**src/rtl/ct_pkg.sv**
```systemverilog
package ct_pkg;
    localparam int CT_W     = 16;
    localparam int PRE_BITS = 4;

    typedef enum logic [2:0] {
        CM_PIN   = 3'b000,
        CM_TXA   = 3'b001,
        CM_TXB   = 3'b010,
        CM_XDIV  = 3'b011,
        TM_PIN   = 3'b100,
        TM_PDIV  = 3'b101,
        TM_XTAL  = 3'b110,
        TM_XDIV  = 3'b111
    } ct_mode_e;

    typedef struct packed {
        logic pin;
        logic pin_div;
        logic txa;
        logic txb;
        logic xtal;
        logic xtal_div;
    } ct_src_s;

    function automatic logic is_timer(input ct_mode_e m);
        return m[2];
    endfunction
endpackage

```
**src/rtl/ct_prescale16.sv**
```systemverilog
module ct_prescale16 #(
    parameter int BITS = ct_pkg::PRE_BITS
) (
    input  logic clk,
    input  logic rst,
    input  logic stb_in,
    output logic stb_out
);
    localparam logic [BITS-1:0] LAST = '1;

    logic [BITS-1:0] phase_q;

    always_ff @(posedge clk) begin
        if (rst)         phase_q <= '0;
        else if (stb_in) phase_q <= phase_q + 1'b1;
    end

    assign stb_out = stb_in && (phase_q == LAST);

    // after a divided tick the phase restarts, so two ticks never touch
    p_spaced_ticks_r9: assert property (@(posedge clk) disable iff (rst)
        stb_out |=> !stb_out);
endmodule

```
**src/rtl/ct_src_mux.sv**
```systemverilog
module ct_src_mux
    import ct_pkg::*;
(
    input  ct_mode_e mode,
    input  ct_src_s  src,
    output logic     tick
);
    always_comb begin
        unique case (mode)
            CM_PIN:  tick = src.pin;
            CM_TXA:  tick = src.txa;
            CM_TXB:  tick = src.txb;
            CM_XDIV: tick = src.xtal_div;
            TM_PIN:  tick = src.pin;
            TM_PDIV: tick = src.pin_div;
            TM_XTAL: tick = src.xtal;
            TM_XDIV: tick = src.xtal_div;
            default: tick = 1'b0;
        endcase
    end
endmodule

```
**src/rtl/ct_core.sv**
```systemverilog
module ct_core
    import ct_pkg::*;
#(
    parameter int W = CT_W
) (
    input  logic         clk,
    input  logic         rst,
    input  ct_mode_e     mode,
    input  logic         tick,
    input  logic         pre_hi_we,
    input  logic         pre_lo_we,
    input  logic [7:0]   wdata,
    input  logic         start_cmd,
    input  logic         stop_cmd,
    output logic [W-1:0] count,
    output logic         ready,
    output logic         sq
);
    localparam int HALF = W / 2;
    localparam logic [W-1:0] ONE = W'(1);

    logic [W-1:0] preload_q;
    logic         running_q;
    logic         do_start;
    logic         active;
    logic         terminal;
    logic         timer;

    assign timer    = is_timer(mode);
    assign do_start = start_cmd && !stop_cmd;
    assign active   = timer || running_q;
    assign terminal = active && tick && (count == ONE);

    always_ff @(posedge clk) begin
        if (rst) begin
            preload_q <= '0;
        end else begin
            if (pre_hi_we) preload_q[W-1:HALF] <= wdata;
            if (pre_lo_we) preload_q[HALF-1:0] <= wdata;
        end
    end

    always_ff @(posedge clk) begin
        if (rst) begin
            count     <= '0;
            running_q <= 1'b0;
            ready     <= 1'b0;
            sq        <= 1'b0;
        end else begin
            if (stop_cmd)      running_q <= 1'b0;
            else if (do_start) running_q <= 1'b1;

            if (do_start)                count <= preload_q;
            else if (terminal)           count <= timer ? preload_q : '0;
            else if (active && tick)     count <= count - 1'b1;

            if (stop_cmd)                ready <= 1'b0;
            else if (terminal && !do_start) ready <= 1'b1;

            if (do_start)                sq <= 1'b0;
            else if (terminal && timer)  sq <= ~sq;
        end
    end

    // stop always leaves ready low on the next cycle
    p_stop_clears_ready_r5: assert property (@(posedge clk) disable iff (rst)
        stop_cmd |=> !ready);
    // start loads the preload register value
    p_start_loads_r3: assert property (@(posedge clk) disable iff (rst)
        (start_cmd && !stop_cmd) |=> (count == $past(preload_q)));
    // idle counter style holds the count
    p_idle_holds_r3: assert property (@(posedge clk) disable iff (rst)
        (!timer && !running_q && !start_cmd) |=> $stable(count));
    // ready only rises out of a count of one
    p_ready_from_one_r4: assert property (@(posedge clk) disable iff (rst)
        $rose(ready) |-> ($past(count) == ONE));
    // the square wave is still in counter style
    p_sq_still_counter_r6: assert property (@(posedge clk) disable iff (rst)
        (!timer && !start_cmd) |=> $stable(sq));
endmodule

```
**src/rtl/ctmr_top.sv**
```systemverilog
module ctmr_top
    import ct_pkg::*;
(
    input  logic        clk,
    input  logic        rst,
    input  logic [2:0]  mode_sel,
    input  logic        pin_stb,
    input  logic        txa_stb,
    input  logic        txb_stb,
    input  logic        xtal_stb,
    input  logic        pre_hi_we,
    input  logic        pre_lo_we,
    input  logic [7:0]  wdata,
    input  logic        start_cmd,
    input  logic        stop_cmd,
    output logic [15:0] count_val,
    output logic        ready,
    output logic        sq_out
);
    localparam int NDIV = 2;

    ct_mode_e mode;
    ct_src_s  src;
    logic     tick;
    logic [NDIV-1:0] div_in;
    logic [NDIV-1:0] div_out;

    assign mode   = ct_mode_e'(mode_sel);
    assign div_in = {pin_stb, xtal_stb};

    for (genvar g = 0; g < NDIV; g++) begin : g_div
        ct_prescale16 #(.BITS(PRE_BITS)) u_div (
            .clk     (clk),
            .rst     (rst),
            .stb_in  (div_in[g]),
            .stb_out (div_out[g])
        );
    end

    always_comb begin
        src.pin      = pin_stb;
        src.pin_div  = div_out[1];
        src.txa      = txa_stb;
        src.txb      = txb_stb;
        src.xtal     = xtal_stb;
        src.xtal_div = div_out[0];
    end

    ct_src_mux u_mux (
        .mode (mode),
        .src  (src),
        .tick (tick)
    );

    ct_core #(.W(CT_W)) u_core (
        .clk       (clk),
        .rst       (rst),
        .mode      (mode),
        .tick      (tick),
        .pre_hi_we (pre_hi_we),
        .pre_lo_we (pre_lo_we),
        .wdata     (wdata),
        .start_cmd (start_cmd),
        .stop_cmd  (stop_cmd),
        .count     (count_val),
        .ready     (ready),
        .sq        (sq_out)
    );
endmodule

```
**config.mk**
```make
export PLATFORM = sky130hd
export DESIGN_NAME = ctmr_top
export DESIGN_NICKNAME = d
export VERILOG_FILES = /design/src/rtl/ct_pkg.sv /design/src/rtl/ct_prescale16.sv /design/src/rtl/ct_src_mux.sv /design/src/rtl/ct_core.sv /design/src/rtl/ctmr_top.sv
export SDC_FILE = /design/constraint.sdc
export NUM_CORES = 1
export LEC_CHECK = 0
export ABC_AREA = 1
export BUFFER_PORTS_ARGS = -buffer_cell sky130_fd_sc_hd__buf_2
export CAP_MARGIN = 5
export CELL_PAD_IN_SITES_DETAIL_PLACEMENT = 1
export CELL_PAD_IN_SITES_GLOBAL_PLACEMENT = 1
export CORE_MARGIN = 2
export CORE_UTILIZATION = 41
export CTS_BUF_LIST = sky130_fd_sc_hd__clkbuf_8
export CTS_CLUSTER_DIAMETER = 60
export DETAILED_ROUTE_END_ITERATION = 12
export PLACE_DENSITY = 0.87
export SLEW_MARGIN = 25
export SYNTH_ARGS = -nofsm -noshare
export SYNTH_HDL_FRONTEND = slang
export SYNTH_HIERARCHICAL = 1
export SYNTH_SLANG_ARGS = --single-unit
```
**constraint.sdc**
```tcl
create_clock -name clk -period 2.1 [get_ports clk]
set_input_delay 0.105 -clock clk [delete_from_list [all_inputs] [get_ports clk]]
set_output_delay 0.105 -clock clk [all_outputs]
set_load 0.01 [all_outputs]
```
# Yosys cells after proc, flatten, opt, wreduce, memory -nomap -nowiden
# Cells that the tools add are included.
totals:
  out_inout_bits: 18
  reg_bits: 43
  wordCells: 43
classes:
  n_mux: 5
  reduce_logical: 16
  bitwise: 1
  n_eq_ne: 10
  n_addsub: 3
op_table:
  columns: ["operator", "n"]
  rows:
  - ["$mux 16", 4]
  - ["$eq 16x1->1 const B", 1]
  - ["$sub 16x1->16 const B", 1]
  - ["$eq 3x3->1 const B", 4]
  - ["$add 4x1->4 const B", 2]
  - ["$eq 4x4->1 const B", 2]
  - ["$reduce_or 2->1", 4]
  - ["$logic_and 1x1->1", 7]
  - ["$eq 3x2->1 const B", 2]
  - ["$pmux 1 s6", 1]
  - ["$eq 3x1->1 const B", 1]
  - ["$logic_not 3->1", 1]
  - ["$reduce_bool 3->1", 1]
  - ["$logic_not 1->1", 2]
  - ["$logic_or 1x1->1", 1]
  - ["$not 1->1", 1]

# Longest topological paths before layout
depth:
  depth_word: 7
  depth_mapped: 16
  ltp_nobuf: 16

# Hierarchy
# Netlist, hierarchy kept.
by_module_without_submodules:
  columns: ["mod", "area_each_um2", "cells_per_inst", "seq_area_each_um2", "n_inst"]
  rows:
  - ["ct_core", 2006.9, 319, 700.7, 1]
  - ["ct_prescale16", 177.7, 25, 80.1, 2]
  - ["ct_src_mux", 75.1, 17, 0.0, 1]

# Worst setup path after synthesis
# Ideal clock, no wire load.
synth_path:
  path_type: "flip-flop to flip-flop"
  from: "reg g_div[0].u_div.phase_q[0]"
  to: "reg u_core.count[13]"
  setup_ps: 109
  path_buffers: 1
  path_slack_ps: 299
  path_stages_with_launch: 17
  t_arrival_ps: 1692
  synth_period_minus_slack_ps: 1801
  path_cell_list: "dfxtp_1 ha_1 nand3_1 nor2_1 nand2_1 nand2_1 a21oi_2 nand3_1 o21ai_2 inv_1 nor2_1 inv_1 buf_2 o21ai_0 inv_1 nand2_1 inv_1"
synth_via:
  elab_chain_len: 7
  word_cells_on_any_way: 8
synth_rtl:
  columns: ["element", "line_no", "source"]
  rows:
  - ["from (decl)", "ct_prescale16.sv:11", "logic [BITS-1:0] phase_q;"]
  - ["from (signal assigned)", "ct_prescale16.sv:15", "else if (stb_in) phase_q <= phase_q + 1'b1;"]
  - ["$eq 4x4->1 *", "ct_prescale16.sv:18", "assign stb_out = stb_in && (phase_q == LAST);"]
  - ["$logic_and 1x1->1 *", "ct_prescale16.sv:18", null]
  - ["net div_out[0]", "ctmr_top.sv:26", "logic [NDIV-1:0] div_out;"]
  - ["$pmux 1 s6 *", "ct_src_mux.sv:9", "unique case (mode)"]
  - ["net tick", "ctmr_top.sv:24", "logic tick;"]
  - ["$logic_and 1x1->1 *", "ct_core.sv:32, ct_core.sv:55", null]
  - ["$logic_and 1x1->1", "ct_core.sv:32", "assign terminal = active && tick && (count == ONE);"]
  - ["$mux 16", "ct_core.sv:54", "else if (terminal) count <= timer ? preload_q : '0;"]
  - ["$mux 16", "ct_core.sv:53", "if (do_start) count <= preload_q;"]
  - ["to (signal assigned)", "ct_core.sv:53", null]
  - ["to (signal assigned)", "ct_core.sv:54", null]
  - ["to (signal assigned)", "ct_core.sv:55", "else if (active && tick) count <= count - 1'b1;"]
  - ["to (decl)", "ct_core.sv:15", "output logic [W-1:0] count,"]
# Mark *: on every way through the listed nets, which the timed path passes. The rest lies on a longest branch.
# A chain may end at the register's enable or synchronous reset.

# Final worst setup path
layout_path:
  from: "reg g_div[1].u_div.phase_q[0]"
  to: "reg u_core.count[11]"
layout_via:
  elab_chain_len: 7
  word_cells_on_any_way: 8
layout_rtl:
  columns: ["element", "line_no"]
  rows:
  - ["from (decl)", "ct_prescale16.sv:11"]
  - ["from (signal assigned)", "ct_prescale16.sv:15"]
  - ["$eq 4x4->1 *", "ct_prescale16.sv:18"]
  - ["$logic_and 1x1->1 *", "ct_prescale16.sv:18"]
  - ["net div_out[1]", "ctmr_top.sv:26"]
  - ["$pmux 1 s6 *", "ct_src_mux.sv:9"]
  - ["net tick", "ctmr_top.sv:24"]
  - ["$logic_and 1x1->1 *", "ct_core.sv:32, ct_core.sv:55"]
  - ["$logic_and 1x1->1", "ct_core.sv:32"]
  - ["$mux 16", "ct_core.sv:54"]
  - ["$mux 16", "ct_core.sv:53"]
# Marked as above.

==> reports/results.txt <==
Compound-gate portion of the synthesized area -> 12.99%
Layout cells sized above 1 -> 21.71%
WHS Endpoint -> u_core/running_q
Slew @ Worst Pin -> 0.4386 ns
Starting Density -> 41.91%
CTS tree -> done
Met3 wire length -> 359 um
Layout area overhead -> 21.25%
RePlAce Congestion -> 0.8334
Multi-input gate area -> 1468 um^2
Clock Tree Root -> clkbuf_8
Antenna diodes -> 0
GRT Total Usage -> 24.33%
Final hold slack -> 0.03682 ns
Ys flop type -> dfxtp_1
Post-DP Area -> 2729 um^2
Power density cells -> 768.9 nW/um^2
Hold-critical path depth -> 3
Post-synthesis sequential area ratio -> 35.32%
Sw power -> 0.8127 mW
Max IR drop VDD -> 405.6 uV
CP required -> 2.35 ns
Mapped Nets -> 411
Slew headroom -> 70.72%
Fraction of registers with async set/reset -> 0%
Reg-to-reg setup timing slack -> 0.04 ns
Seq pwr share -> 42.3%
Distinct cells, synth -> 27
Worst Setup End Kind -> flip-flop
Post-synth EDFFs -> 0
DR vias -> 2695
Setup CP Type -> reg2reg
First-pass GRT wire length -> 12290 um
Final WS setup -> 0.04111 ns
Final WL -> 8037 um
H-tree levels -> 2
Wirelength per Cell -> 15.82 um
Worst r2r path cells -> 13
Multiplexer share of the synthesized area -> 0%
Core area -> 5816 um^2
Seq cells post-synth -> 43
Max stage delay on crit path -> 0.38 ns
Largest family of logic cells by synthesized area -> simple AND/OR/NAND/NOR gates
Top layer reached by signal wires -> met4
Storage cell area -> 870.8 um^2
Max-slew violations -> 0
Final Hold Viols -> 0
TritonCTS Buffers -> 5
Delay-heaviest family, CP -> simple AND/OR/NAND/NOR gates
Ports -> 39
Fmax -> 485.7 MHz
LEAKAGE -> 1.454 nW
DP Wirelength -> 5615 um
CP Cell Sequence -> ha_4, nand3_2, nor2_1, nand3_1, nand2_1, nand2_1, nand3_2, o21ai_2, nor2_4, nand4_4, a21boi_1, nor2_1, nor2_1
Simple-Gate Fraction of Synth Area -> 41.07%
Largest net degree at the start of global routing -> 34
Setup violators final -> 0
Die height -> 81.10 um
Run status -> complete, no violations
Post-route clock period utilization -> 98.04%
RSZ-0062 raised after global routing -> yes
Min Tclk post-route -> 2.059 ns
Initial antenna violation count -> 0
Gate power share -> 29.8%
CP max-delay cell -> dfxtp_4
Cell count after synthesis -> 386
Clk sinks -> 43
# hold bufs at CTS -> 0
NumNets Final -> 458
Setup WS pre-CTS -> -0.01698 ns
Number of global-route vias before repair -> 2591
First-pass iteration count of the detailed router -> 4
Clock Pin Slew Worst Setup and Hold Paths -> 0.09 ns
Sw frac -> 35.76%
# Max-Cap Violations -> 0
Final Skew -> 0.009802 ns
Residual DRC -> 0
Synth Area in XOR/XNOR -> 0.3593%
Avg Inst Size Synth -> 6.314 um^2
Detail Route met2 WL -> 3989 um
R2r endpoint -> u_core/count[11]
Routed metal-1 wirelength -> 3524 um
Clock power frac -> 27.8%
Die area -> 6577 um^2
IO buf count -> 38
Antenna Nets Post-Route -> 0
Final core utilization -> 50.82%
Most frequent cell on the critical path -> nor2_1
Critical Path Source Type -> flip-flop
Iter 0 DRT Violations -> 138
Num rows -> 28
Skew-Pair Late Insertion Delay -> 0.30 ns
GR Overflow Total -> 0
Longest Clk Path Bufs -> 2
Finished Cell Area -> 2955 um^2
Vias per inst -> 5.305
HP Start -> start_cmd
Pint -> 1.460 mW
Worst Path Arrival -> 2.31 ns
Synth Area in Adders -> 2.053%
Number of fill cells -> 829
WP buf/inv -> 0
Reg2Reg Launch Point -> g_div[1].u_div/phase_q[0]
Cell area after synthesis -> 2437 um^2
Die width -> 81.10 um
Hold Crit Class -> in2reg
Critical Path Fanout Max -> 6
Ys Warns -> 6
## worst reg2reg max path: cells and delay by family, from the launching register on
| kind | cells | cell delay (ns) |
|---|---|---|
| AND/OR/NAND/NOR | 10 | 1.09 |
| flip-flops | 1 | 0.38 |
| AO/OA/AOI/OAI | 2 | 0.38 |
| adder cells (fa/ha/maj) | 1 | 0.14 |
## cells in the mapped netlist, drive strengths merged (3+ instances only)
master / n / area (um^2)
nor2: 101 / 424.2
nand2: 97 / 386.6
dfxtp: 43 / 860.8
inv: 40 / 150.1
o21ai: 39 / 198.9
nand3: 26 / 135.1
a21oi: 16 / 87.59
clkbuf: 5 / 18.77
buf: 4 / 31.27
ha: 4 / 50.05
a21boi: 3 / 22.52
nand4: 3 / 33.78
## per-layer routing
metal  vias up  track usage (%)
met5         -                0
met4         0            7.627
met3        17            4.000
met2        67            40.58
met1      1298            32.15
li1       1313                -
## how the worst max path moves through the flow
stage,startpoint,to,depth (start not counted)
after global placement,g_div[1].u_div/phase_q[0],u_core/count[13],16
final,g_div[1].u_div/phase_q[0],u_core/count[11],13
after global routing,g_div[1].u_div/phase_q[0],u_core/count[9],16
after detailed placement,g_div[1].u_div/phase_q[0],u_core/count[13],16
after floorplan,g_div[0].u_div/phase_q[0],u_core/count[13],16
after CTS,g_div[0].u_div/phase_q[0],u_core/count[15],16
## registers in the layout (all words and copies together) (netlist names)
signal,count
u_core/count,16
u_core/preload_q,16
g_div.u_div/phase_q,8
u_core/ready,1
u_core/running_q,1
u_core/sq,1
## power by group through the flow
stage,clock [mW],combinational (mW),sequential (mW)
floorplan,0,0.410,0.971
global placement,0,0.594,0.973
detailed placement,0,0.624,0.974
CTS,0.648,0.641,0.956
global route,0.675,0.759,0.971
finish,0.632,0.678,0.962
## per-stage QoR
step                       TNS, ns  std cells  total power [mW]
after floorplan                  0        386             1.380
after global placement           0        496             1.568
after detailed placement  -0.03401        496             1.598
after CTS                        0        503             2.245
after global routing       -0.2953        508             2.405
final                            0        508             2.272
## layout make-up
| class | count | area share (%) |
|---|---|---|
| Timing Repair Buffer | 47 | 9.145 |
| Clock buffer | 5 | 2.329 |
| Multi-Input combinational cell | 296 | 49.66 |
| Tap cell | 75 | 3.175 |
| Sequential cell | 43 | 29.47 |
| Clock inverter | 2 | 1.143 |
| Inverter | 40 | 5.080 |
## cells by family (layout without fill, tap and decap cells)
logic type                 after synthesis  in the layout
DFF                                     43             43
xor gates and xnor gates                 1              1
adders and majority gates                4              4
AOI/OAI and AO/OA                       59             59
and+or+nand+nor                        230            232
buffers and inverters                   49             94
## cell usage in the layout, fill, tap and decap left out, drive strengths merged
cell      n
bufinv    1
nand3    27
nor2    101
o21bai    1
buf      47
inv      41
xor2      1
ha        4
nand3b    2
dfxtp    43
nand2    98
or2       1
o21ai    39
a21oi    16
a21boi    3
clkbuf    5
nand4     3
## repair_timing
item                       4_1_cts  5_1_grt
setup endpoints to repair        6       16
cloned                           0        2
pin swaps                        0        6
setup buffers                    0        3
gates resized for setup          1       23
Power figures use the tool's default switching activity.
